$ cat config.mk
export PLATFORM = sky130hd
export DESIGN_NAME = dfalu_core
export DESIGN_NICKNAME = d
export VERILOG_FILES = /design/src/rtl/dfalu_pkg.sv /design/src/rtl/dfalu_addsub.sv /design/src/rtl/dfalu_shifter.sv /design/src/rtl/dfalu_cmp.sv /design/src/rtl/dfalu_core.sv
export SDC_FILE = /design/constraint.sdc
export NUM_CORES = 1
export LEC_CHECK = 0
export BUFFER_PORTS_ARGS = -buffer_cell sky130_fd_sc_hd__clkbuf_2
export CORE_AREA = 2 2 86 88
export DETAILED_ROUTE_END_ITERATION = 6
export DIE_AREA = 0 0 88 90
export PLACE_DENSITY_LB_ADDON = 0.2
export SETUP_SLACK_MARGIN = 0.5
export SLEW_MARGIN = 5
export SYNTH_ARGS = -nofsm -noshare
export SYNTH_HDL_FRONTEND = slang
export SYNTH_SLANG_ARGS = --single-unit
$ cat constraint.sdc
create_clock -name vclk -period 12.3
set_clock_uncertainty 0.15 [all_clocks]
set_input_delay 2.46 -clock vclk [all_inputs]
set_output_delay 2.46 -clock vclk [all_outputs]
set_load 0.02 [all_outputs]
$ cat src/rtl/dfalu_pkg.sv
`timescale 1ns/1ps
package dfalu_pkg;
  typedef enum logic [4:0] {
    OP_ADD   = 5'b00000, OP_SUB   = 5'b00001, OP_INC   = 5'b00010, OP_DEC   = 5'b00011,
    OP_AND   = 5'b00100, OP_OR    = 5'b00101, OP_XOR   = 5'b00110, OP_NOT   = 5'b00111,
    OP_SHL   = 5'b01000, OP_SHR   = 5'b01001, OP_ASR   = 5'b01010, OP_EQ    = 5'b01011,
    OP_LT    = 5'b01100, OP_LTE   = 5'b01101, OP_GT    = 5'b01110, OP_GTE   = 5'b01111,
    OP_BREQ  = 5'b10000, OP_BRGT  = 5'b10001, OP_BRGE  = 5'b10010, OP_BROF  = 5'b10011,
    OP_SWEQ  = 5'b10100, OP_SWGT  = 5'b10101, OP_SWGE  = 5'b10110, OP_SWOF  = 5'b10111,
    OP_GATE  = 5'b11000, OP_SEL   = 5'b11001, OP_MRGE  = 5'b11010, OP_PASS  = 5'b11011,
    OP_CONST = 5'b11100, OP_FREE  = 5'b11101, OP_ALLOC = 5'b11110, OP_RSVD  = 5'b11111
  } op_e;

  // low two bits of a branch/switch code select the condition
  typedef enum logic [1:0] {
    COND_EQ = 2'b00, COND_GT = 2'b01, COND_GE = 2'b10, COND_OF = 2'b11
  } cond_e;

  localparam int unsigned SHAMT_W = 3;
endpackage

$ cat src/rtl/dfalu_addsub.sv
`timescale 1ns/1ps
module dfalu_addsub #(
  parameter int unsigned DW = 8
) (
  input  logic [DW-1:0] a_i,
  input  logic [DW-1:0] b_i,
  input  logic          zero_b_i,
  input  logic          inv_b_i,
  input  logic          cin_i,
  output logic [DW-1:0] sum_o,
  output logic          ovf_o
);
  logic [DW-1:0] b_gated, b_eff;

  always_comb begin
    b_gated = zero_b_i ? '0 : b_i;
    b_eff   = inv_b_i ? ~b_gated : b_gated;
    sum_o   = a_i + b_eff + DW'(cin_i);
    // signed overflow of the addends actually applied
    ovf_o   = (a_i[DW-1] == b_eff[DW-1]) && (sum_o[DW-1] != a_i[DW-1]);
  end
endmodule

$ cat src/rtl/dfalu_shifter.sv
`timescale 1ns/1ps
module dfalu_shifter #(
  parameter int unsigned DW = 8,
  parameter int unsigned SW = 3
) (
  input  logic [DW-1:0] a_i,
  input  logic [SW-1:0] amt_i,
  input  logic          left_i,
  input  logic          arith_i,
  output logic [DW-1:0] res_o
);
  logic [DW-1:0] stg [SW+1];
  logic          fill;

  assign fill   = arith_i & a_i[DW-1];
  assign stg[0] = a_i;

  for (genvar k = 0; k < SW; k++) begin : g_stage
    localparam int unsigned D = 1 << k;
    logic [DW-1:0] shl, shr;
    assign shl        = {stg[k][DW-1-D:0], {D{1'b0}}};
    assign shr        = {{D{fill}}, stg[k][DW-1:D]};
    assign stg[k+1]   = amt_i[k] ? (left_i ? shl : shr) : stg[k];
  end

  assign res_o = stg[SW];
endmodule

$ cat src/rtl/dfalu_cmp.sv
`timescale 1ns/1ps
module dfalu_cmp #(
  parameter int unsigned DW = 8
) (
  input  logic [DW-1:0] a_i,
  input  logic [DW-1:0] b_i,
  output logic          eq_o,
  output logic          lt_o,
  output logic          gt_o
);
  logic [DW-1:0] a_f, b_f;

  // flipping both sign bits maps signed order onto unsigned order
  assign a_f  = {~a_i[DW-1], a_i[DW-2:0]};
  assign b_f  = {~b_i[DW-1], b_i[DW-2:0]};
  assign eq_o = (a_f == b_f);
  assign lt_o = (a_f <  b_f);
  assign gt_o = (a_f >  b_f);
endmodule

$ cat src/rtl/dfalu_core.sv
`timescale 1ns/1ps
module dfalu_core
  import dfalu_pkg::*;
#(
  parameter int unsigned DW = 8
) (
  input  logic [4:0]    op_i,
  input  logic [DW-1:0] lhs_i,
  input  logic [DW-1:0] rhs_i,
  input  logic [DW-1:0] const_i,
  output logic [DW-1:0] res_o,
  output logic          bool_o
);
  localparam logic [DW-1:0] ONE = DW'(1);

  op_e           op;
  logic          zero_b, inv_b, cin;
  logic [DW-1:0] sum;
  logic          ovf;
  logic [DW-1:0] shf;
  logic          eq, lt, gt;
  logic          cond;
  logic          is_brsw;

  assign op      = op_e'(op_i);
  assign is_brsw = (op_i[4:3] == 2'b10);

  always_comb begin
    zero_b = 1'b0;
    inv_b  = 1'b0;
    cin    = 1'b0;
    unique case (op)
      OP_SUB:  begin inv_b = 1'b1; cin = 1'b1; end
      OP_INC:  begin zero_b = 1'b1; cin = 1'b1; end
      OP_DEC:  begin zero_b = 1'b1; inv_b = 1'b1; end
      default: ;
    endcase
  end

  dfalu_addsub #(.DW(DW)) addsub_i (
    .a_i(lhs_i), .b_i(rhs_i), .zero_b_i(zero_b), .inv_b_i(inv_b),
    .cin_i(cin), .sum_o(sum), .ovf_o(ovf)
  );

  dfalu_shifter #(.DW(DW), .SW(SHAMT_W)) shifter_i (
    .a_i(lhs_i), .amt_i(const_i[SHAMT_W-1:0]),
    .left_i(op == OP_SHL), .arith_i(op == OP_ASR), .res_o(shf)
  );

  dfalu_cmp #(.DW(DW)) cmp_i (
    .a_i(lhs_i), .b_i(rhs_i), .eq_o(eq), .lt_o(lt), .gt_o(gt)
  );

  always_comb begin
    unique case (cond_e'(op_i[1:0]))
      COND_EQ: cond = eq;
      COND_GT: cond = gt;
      COND_GE: cond = gt | eq;
      default: cond = ovf;
    endcase
  end

  always_comb begin
    res_o  = lhs_i;
    bool_o = 1'b0;
    unique case (op)
      OP_ADD, OP_SUB, OP_INC, OP_DEC: res_o = sum;
      OP_AND:  res_o = lhs_i & rhs_i;
      OP_OR:   res_o = lhs_i | rhs_i;
      OP_XOR:  res_o = lhs_i ^ rhs_i;
      OP_NOT:  res_o = ~lhs_i;
      OP_SHL, OP_SHR, OP_ASR: res_o = shf;
      OP_EQ:   begin bool_o = eq;      res_o = eq        ? ONE : '0; end
      OP_LT:   begin bool_o = lt;      res_o = lt        ? ONE : '0; end
      OP_LTE:  begin bool_o = lt | eq; res_o = (lt | eq) ? ONE : '0; end
      OP_GT:   begin bool_o = gt;      res_o = gt        ? ONE : '0; end
      OP_GTE:  begin bool_o = gt | eq; res_o = (gt | eq) ? ONE : '0; end
      OP_GATE: bool_o = rhs_i[0];
      OP_SEL:  res_o  = rhs_i[0] ? lhs_i : rhs_i;
      OP_CONST: res_o = const_i;
      default: if (is_brsw) bool_o = cond;
    endcase
  end
endmodule

==> run_results.csv, run 1 <==
group,metric,value,unit
setup_path,cp-end-kind,"output port",
setup_path,crit_arrival,6.03,ns
power_and_ir_drop,p_leak,1.10,nW
job,cap_viol_max_count,0,
setup_path,slowest_delay,0.51,ns
setup_path,worst_setup_path_start_kind,"input port",
clock_network,postCtsSetupBuffers,0,
final_layout,multi_input_area,2160,um^2
power_and_ir_drop,powerDensity,38.1,nW/um^2
floorplan,initial_core_util,33.7,%
setup_path,crit_buf_inv,2,
setup_path,cp-startpoint,"op_i[4]",
setup_path,worstPathCellList,"clkbuf_2 > nor3_2 > and2_1 > xnor2_1 > fa_1 > fa_1 > a211oi_1 > o21bai_1 > a21oi_1 > xnor2_1 > nand2_1 > a31oi_1 > clkbuf_2",
timing,fin_crit,8.64,ns
final_layout,syn2layout_area_growth,8.42,%
timing,rsz0062_at_grt,"false",
outcome,outcome,"finished clean",
detailed_routing,routedWlPerCell,18.1,um
synth,ys_seq_area_share,0,%
detailed_routing,via_per_inst,6.05,
final_layout,antenna_cells,0,
min_path,worstHoldStart,"lhs_i[0]",
detailed_routing,drtAntennaViolNets,0,
global_routing,first_global_vias,2519,
setup_path,crit_fanout,21,
timing,holdWs,5.32,ns
detailed_routing,num_vias,2801,
final_layout,numSequentialCells,0,
timing,fin_crit_sh,70.2,%
clock_network,postCtsHoldBufs,0,
detailed_routing,drc_errors,0,
floorplan,core,7020,um^2
global_routing,track_usage,20.8,%
synth,synth_area_leaders,"ha_1, nand2_1, xnor2_1, mux2i_1, a21oi_1",
final_layout,register_area,0,um^2
setup_path,cp_top_family,"simple AND/OR/NAND/NOR gates",
setup_path,crit_required,9.69,ns
synth,post-synth-top-count-cell,"nand2_1",
detailed_routing,drtIter0Drc,377,
floorplan,die_x,88,um
timing,setup_viol,0,
synth,syn_area_per_cell,6.73,um^2
placement,dp.cells,463,
synth,synthesis.nets,412,
timing,hold_viol_final,0,
synth,ys_types,72,
power_and_ir_drop,vdd_ir_drop_max,22.0,uV
global_routing,gr-total-overflow,0,
setup_path,crit_slowest_cell,"nor3_2",
global_routing,grt_pass1_wl,13.5,mm
placement,port_buffers,38,
global_routing,antenna_found_initial,0,
final_layout,fill_cells,772,
placement,gp_congestion,0.961,
final_layout,drive_gt1_share,14.6,%
placement,dp_slack,3.67,ns
detailed_routing,routed_wl,8.40,mm
detailed_routing,dr.pass1.iters,5,
timing,max_freq,0.116,GHz
global_routing,grt_max_degree,28,
synth,yosysWarnings,0,
synth,synthTopCellsByCount,"nand2_1, ha_1, nor2_1, inv_1",
setup_path,critPathKind,"in2out",
floorplan,std_cell_rows,31,
clock_network,cts_resized,0,
floorplan,pin_count,38,
floorplan,dieArea,7920,um^2
final_layout,nClkBuffers,0,
synth,synth_top_area_cell,"ha_1",
timing,finalSetupTns,0,ns
final_layout,stdcell_area,2560,um^2
timing,finalMaxSlewViolations,0,
final_layout,stdcell_count,463,
placement,placed_cell_area,2560,um^2
synth,synth_cells,351,
synth,yosysTopAreaCellShare,15.9,%
synth,syn-cell-area,2360,um^2
placement,post-dp-hpwl,6.40,mm
final_layout,final_net_count,427,
min_path,holdCritPathClass,"in2out",
timing,relSlewSlack,17.1,%
timing,tightest_slew,1.23,ns
floorplan,die_h,90,um
timing,fin_ws,3.66,ns
-- layer usage --
metal	vias to the layer above	track usage [%]	part of all wire, %
met5	-	0	0
met4	0	4.74	2.5
met3	18	0.367	7.8
met2	161	32.2	44
met1	1300	31.7	46
li1	1322	-	-
-- where the power goes --
group	switching (W)	internal, W	total, W	leakage, nW
sequential	0	0	0	0
clock	0	0	0	0
combinational	0.0000613	0.0000363	0.0000975	1.10
total	0.0000613	0.0000363	0.0000975	1.10
-- worst paths after layout --
check | end | slack, ns | cells past startpoint
max | res_o[6] | 3.66 | 13
min | res_o[0] | 5.32 | 4
-- area by class of cell --
cell class	instances	area share, %
multi-input cells	303	84.4
inverters	23	3.37
well taps	99	4.83
repair buffers	38	7.42
-- kinds of logic after synthesis --
logic type / count (synthesis) / share of synthesized area [%]
mux: 14 / 6.56
xor+xnor: 15 / 5.56
simple gates: 122 / 26.2
compound gates: 120 / 35.6
fa+ha+maj: 32 / 17.6
buf+inv: 48 / 8.52
-- through the flow --
stage | total power [W] | util (%)
after floorplan | 0.0000693 | -
after detailed placement | 0.0000957 | 36.5
after global routing | 0.000107 | 36.5
after global placement | 0.0000960 | 36.5
final | 0.0000975 | 36.5
after CTS | 0.0000962 | 36.5
-- cells in the final DEF (no fill, tap or decap), types with 3 or more instances in the layout --
cell / count
nand2_1: 41
clkbuf_2: 38
ha_1: 30
nor2_1: 26
inv_1: 22
o21ai_0: 21
a21oi_1: 21
xnor2_1: 13
nand3_1: 11
mux2i_1: 11
nand2b_1: 7
nor3_1: 7
a211oi_1: 7
a31oi_1: 7
o211ai_1: 6
o22ai_1: 6
and2_1: 4
o21bai_1: 4
a311oi_1: 3
nand2_2: 3
a21boi_0: 3
a41oi_1: 3
a21o_1: 3
o31ai_1: 3
o32a_1: 3
a221oi_1: 3
Power figures use the tool's default switching activity.
==> run 2: changes to the inputs <==
Settings changed: ABC_AREA set to 1, CORE_AREA 2 2 86 88 to 2 2 84 86, DIE_AREA 0 0 88 90 to 0 0 86 88.
Clock period 12.3 ns to 8.9 ns, I/O delays scaled along.
==> run 2 against run 1 <==
Sequential share of layout area unchanged. Synthesized cell count up 19%. Combinational power up 31%. Hold slack lost 1.5 ns. Via count rose by 1.7%. Cell count rose by 14%. Sequential cell count is the same. Worst setup slack lost 1.3 ns. Critical path depth is 1 higher. Area after synthesis fell by 3.0%. Global-route usage grew 0.56 points. Die area shrank 4.4%. Critical path type unchanged. Critical endpoint is now res_o[4].
==> run_results.csv, run 2 <==
group,metric,value,unit
synth,synthesis.nets,480,
detailed_routing,via_per_inst,5.41,
setup_path,worst_setup_path_start_kind,"input port",
global_routing,grt_pass1_wl,12.9,mm
setup_path,crit_arrival,4.56,ns
power_and_ir_drop,switchingPower,0.0000857,W
timing,finalSetupTns,0,ns
clock_network,cts_resized,0,
timing,setup_viol,0,
power_and_ir_drop,p_leak,1.35,nW
final_layout,final_common_cell,"nand2_1",
setup_path,crit_required,6.97,ns
detailed_routing,num_vias,2850,
detailed_routing,routedWlPerCell,15.3,um
synth,synthTopCellsByCount,"nand2_1, inv_1, nand3_1, ha_1, nor2_1",
timing,fin_crit_sh,73.0,%
power_and_ir_drop,powerDensity,51.2,nW/um^2
synth,ys_types,38,
detailed_routing,dr.pass1.iters,5,
final_layout,nClkBuffers,0,
setup_path,worstPathCellList,"clkbuf_2 > nor2_4 > nand2_2 > inv_2 > nand2_2 > xor2_1 > fa_1 > fa_1 > a31o_2 > xnor2_1 > nor2_1 > nor3_1 > a21oi_1 > clkbuf_2",
setup_path,cp-end-kind,"output port",
power_and_ir_drop,switching_share,67.2,%
power_and_ir_drop,clkPwrFrac,0,%
setup_path,critPathKind,"in2out",
detailed_routing,drtAntennaViolNets,0,
final_layout,final_net_count,510,
timing,rsz0062_at_grt,"false",
global_routing,first_global_vias,2572,
setup_path,crit_fanout,9,
min_path,holdPathEnd,"res_o[6]",
synth,synth_cells,419,
final_layout,syn2layout_area_growth,8.51,%
placement,post-dp-hpwl,6.53,mm
detailed_routing,routed_wl,8.09,mm
power_and_ir_drop,finalPower,0.000128,W
timing,max_freq,0.154,GHz
detailed_routing,drtIter0Drc,168,
job,cap_viol_max_count,0,
detailed_routing,drc_errors,0,
synth,synth_area_leaders,"nand2_1, ha_1, nand3_1, inv_1, a21oi_1",
global_routing,track_usage,21.3,%
timing,tightest_slew,0.671,ns
synth,post-synth-top-count-cell,"nand2_1",
final_layout,final_cell_mix,"nand2_1, inv_1, nand3_1, clkbuf_2, ha_1",
placement,port_buffers,38,
outcome,outcome,"finished clean",
power_and_ir_drop,pwr-share-seq,0,%
final_layout,numSequentialCells,0,
timing,finalMaxSlewViolations,0,
power_and_ir_drop,vdd_ir_drop_max,22.1,uV
floorplan,core,6640,um^2
floorplan,std_cell_rows,30,
synth,yosysWarnings,0,
synth,syn_area_per_cell,5.47,um^2
setup_path,slowest_delay,0.46,ns
final_layout,drive_gt1_share,13.9,%
floorplan,pin_count,38,
floorplan,die_h,88,um
synth,ys_seq_area_share,0,%
final_layout,register_area,0,um^2
timing,fin_crit,6.49,ns
floorplan,die_x,86,um
synth,yosysTopAreaCellShare,21.3,%
final_layout,antenna_cells,0,
global_routing,antenna_found_initial,0,
setup_path,crit_buf_inv,3,
synth,synth_top_area_cell,"nand2_1",
power_and_ir_drop,p_int,0.0000418,W
min_path,worstHoldStart,"lhs_i[6]",
global_routing,gr-total-overflow,0,
clock_network,postCtsHoldBufs,0,
min_path,worstHoldPathCells,4,
floorplan,dieArea,7570,um^2
setup_path,crit_slowest_cell,"fa_1",
setup_path,cp_top_family,"adder cells",
min_path,holdCritPathClass,"in2out",
floorplan,initial_core_util,34.5,%
final_layout,postLayoutCoreUtil,37.5,%
timing,hold_viol_final,0,
power_and_ir_drop,power_frac_comb,100.0,%
synth,syn-cell-area,2290,um^2
clock_network,postCtsSetupBuffers,0,
timing,relSlewSlack,55.1,%
placement,gp_congestion,0.878,
global_routing,grt_max_degree,20,
==> run 2: cell types whose count changed after synthesis, sizes merged, moves of 7 or more <==
cell,previous run,this run
nand2,44,134
nand4,2,16
inv,23,54
buf,13,5
nand3,11,56
nand2b,7,0
xnor2,13,1
mux2i,11,0
a211oi,8,0
clkbuf,12,5
==> run 2: through the flow <==
step	area, um^2	hold WS [ns]	setup WS (ns)	cells
floorplan	2290	3.59	2.70	419
global placement	2490	3.86	2.48	527
detailed placement	2490	3.87	2.44	527
CTS	2490	3.87	2.42	527
global route	2490	3.91	2.19	527
finish	2490	3.86	2.41	527
==> run 2: kinds of logic (layout without fill, tap and decap cells) <==
logic type      after synthesis  count (layout)  synth area share [%]
simple gates                249             249                  49.8
compound gates               67              67                  16.9
xor+xnor                      5               5                  1.91
fa+ha+maj                    32              32                  18.1
buf+inv                      66              94                  13.4
==> run 2: metal layers <==
| layer | routed length, um | part of all wire (%) | up-vias | global-route usage (%) |
|---|---|---|---|---|
| met3 | 285 | 3.5 | 7 | 0.566 |
| met1 | 3840 | 48 | 1308 | 28.9 |
| met5 | 0 | 0 | - | 0 |
| li1 | - | - | 1455 | - |
| met2 | 3850 | 48 | 80 | 38.3 |
| met4 | 112 | 1.4 | 0 | 3.61 |
==> run 2: layout make-up <==
type / count / area (um^2)
fillers: 744 / 4160
inverters: 56 / 211
multi-input cells: 353 / 1990
well taps: 80 / 100
repair buffers: 38 / 190
==> run 2: worst max-delay path by stage <==
stage	depth (start not counted)	startpoint	slack [ns]	end
3_3_place_gp	14	op_i[4]	2.48	res_o[4]
5_1_grt	15	op_i[4]	2.19	res_o[4]
3_5_place_dp	14	op_i[4]	2.44	res_o[4]
6_report	14	op_i[4]	2.41	res_o[4]
2_1_floorplan	13	op_i[4]	2.70	res_o[4]
4_1_cts	14	op_i[4]	2.42	res_o[4]
==> run 2: worst min-delay path, stage by stage <==
cell	delay (ns)
clkbuf_2	0.14
nor2_1	0.12
a21oi_1	0.04
clkbuf_2	0.15
==> run 2: power groups by stage <==
| stage | Combinational (W) | Sequential [W] | Clock [W] |
|---|---|---|---|
| final | 0.000128 | 0 | 0 |
| after global routing | 0.000142 | 0 | 0 |
| after CTS | 0.000126 | 0 | 0 |
| after detailed placement | 0.000126 | 0 | 0 |
| after global placement | 0.000126 | 0 | 0 |
| after floorplan | 0.0000892 | 0 | 0 |
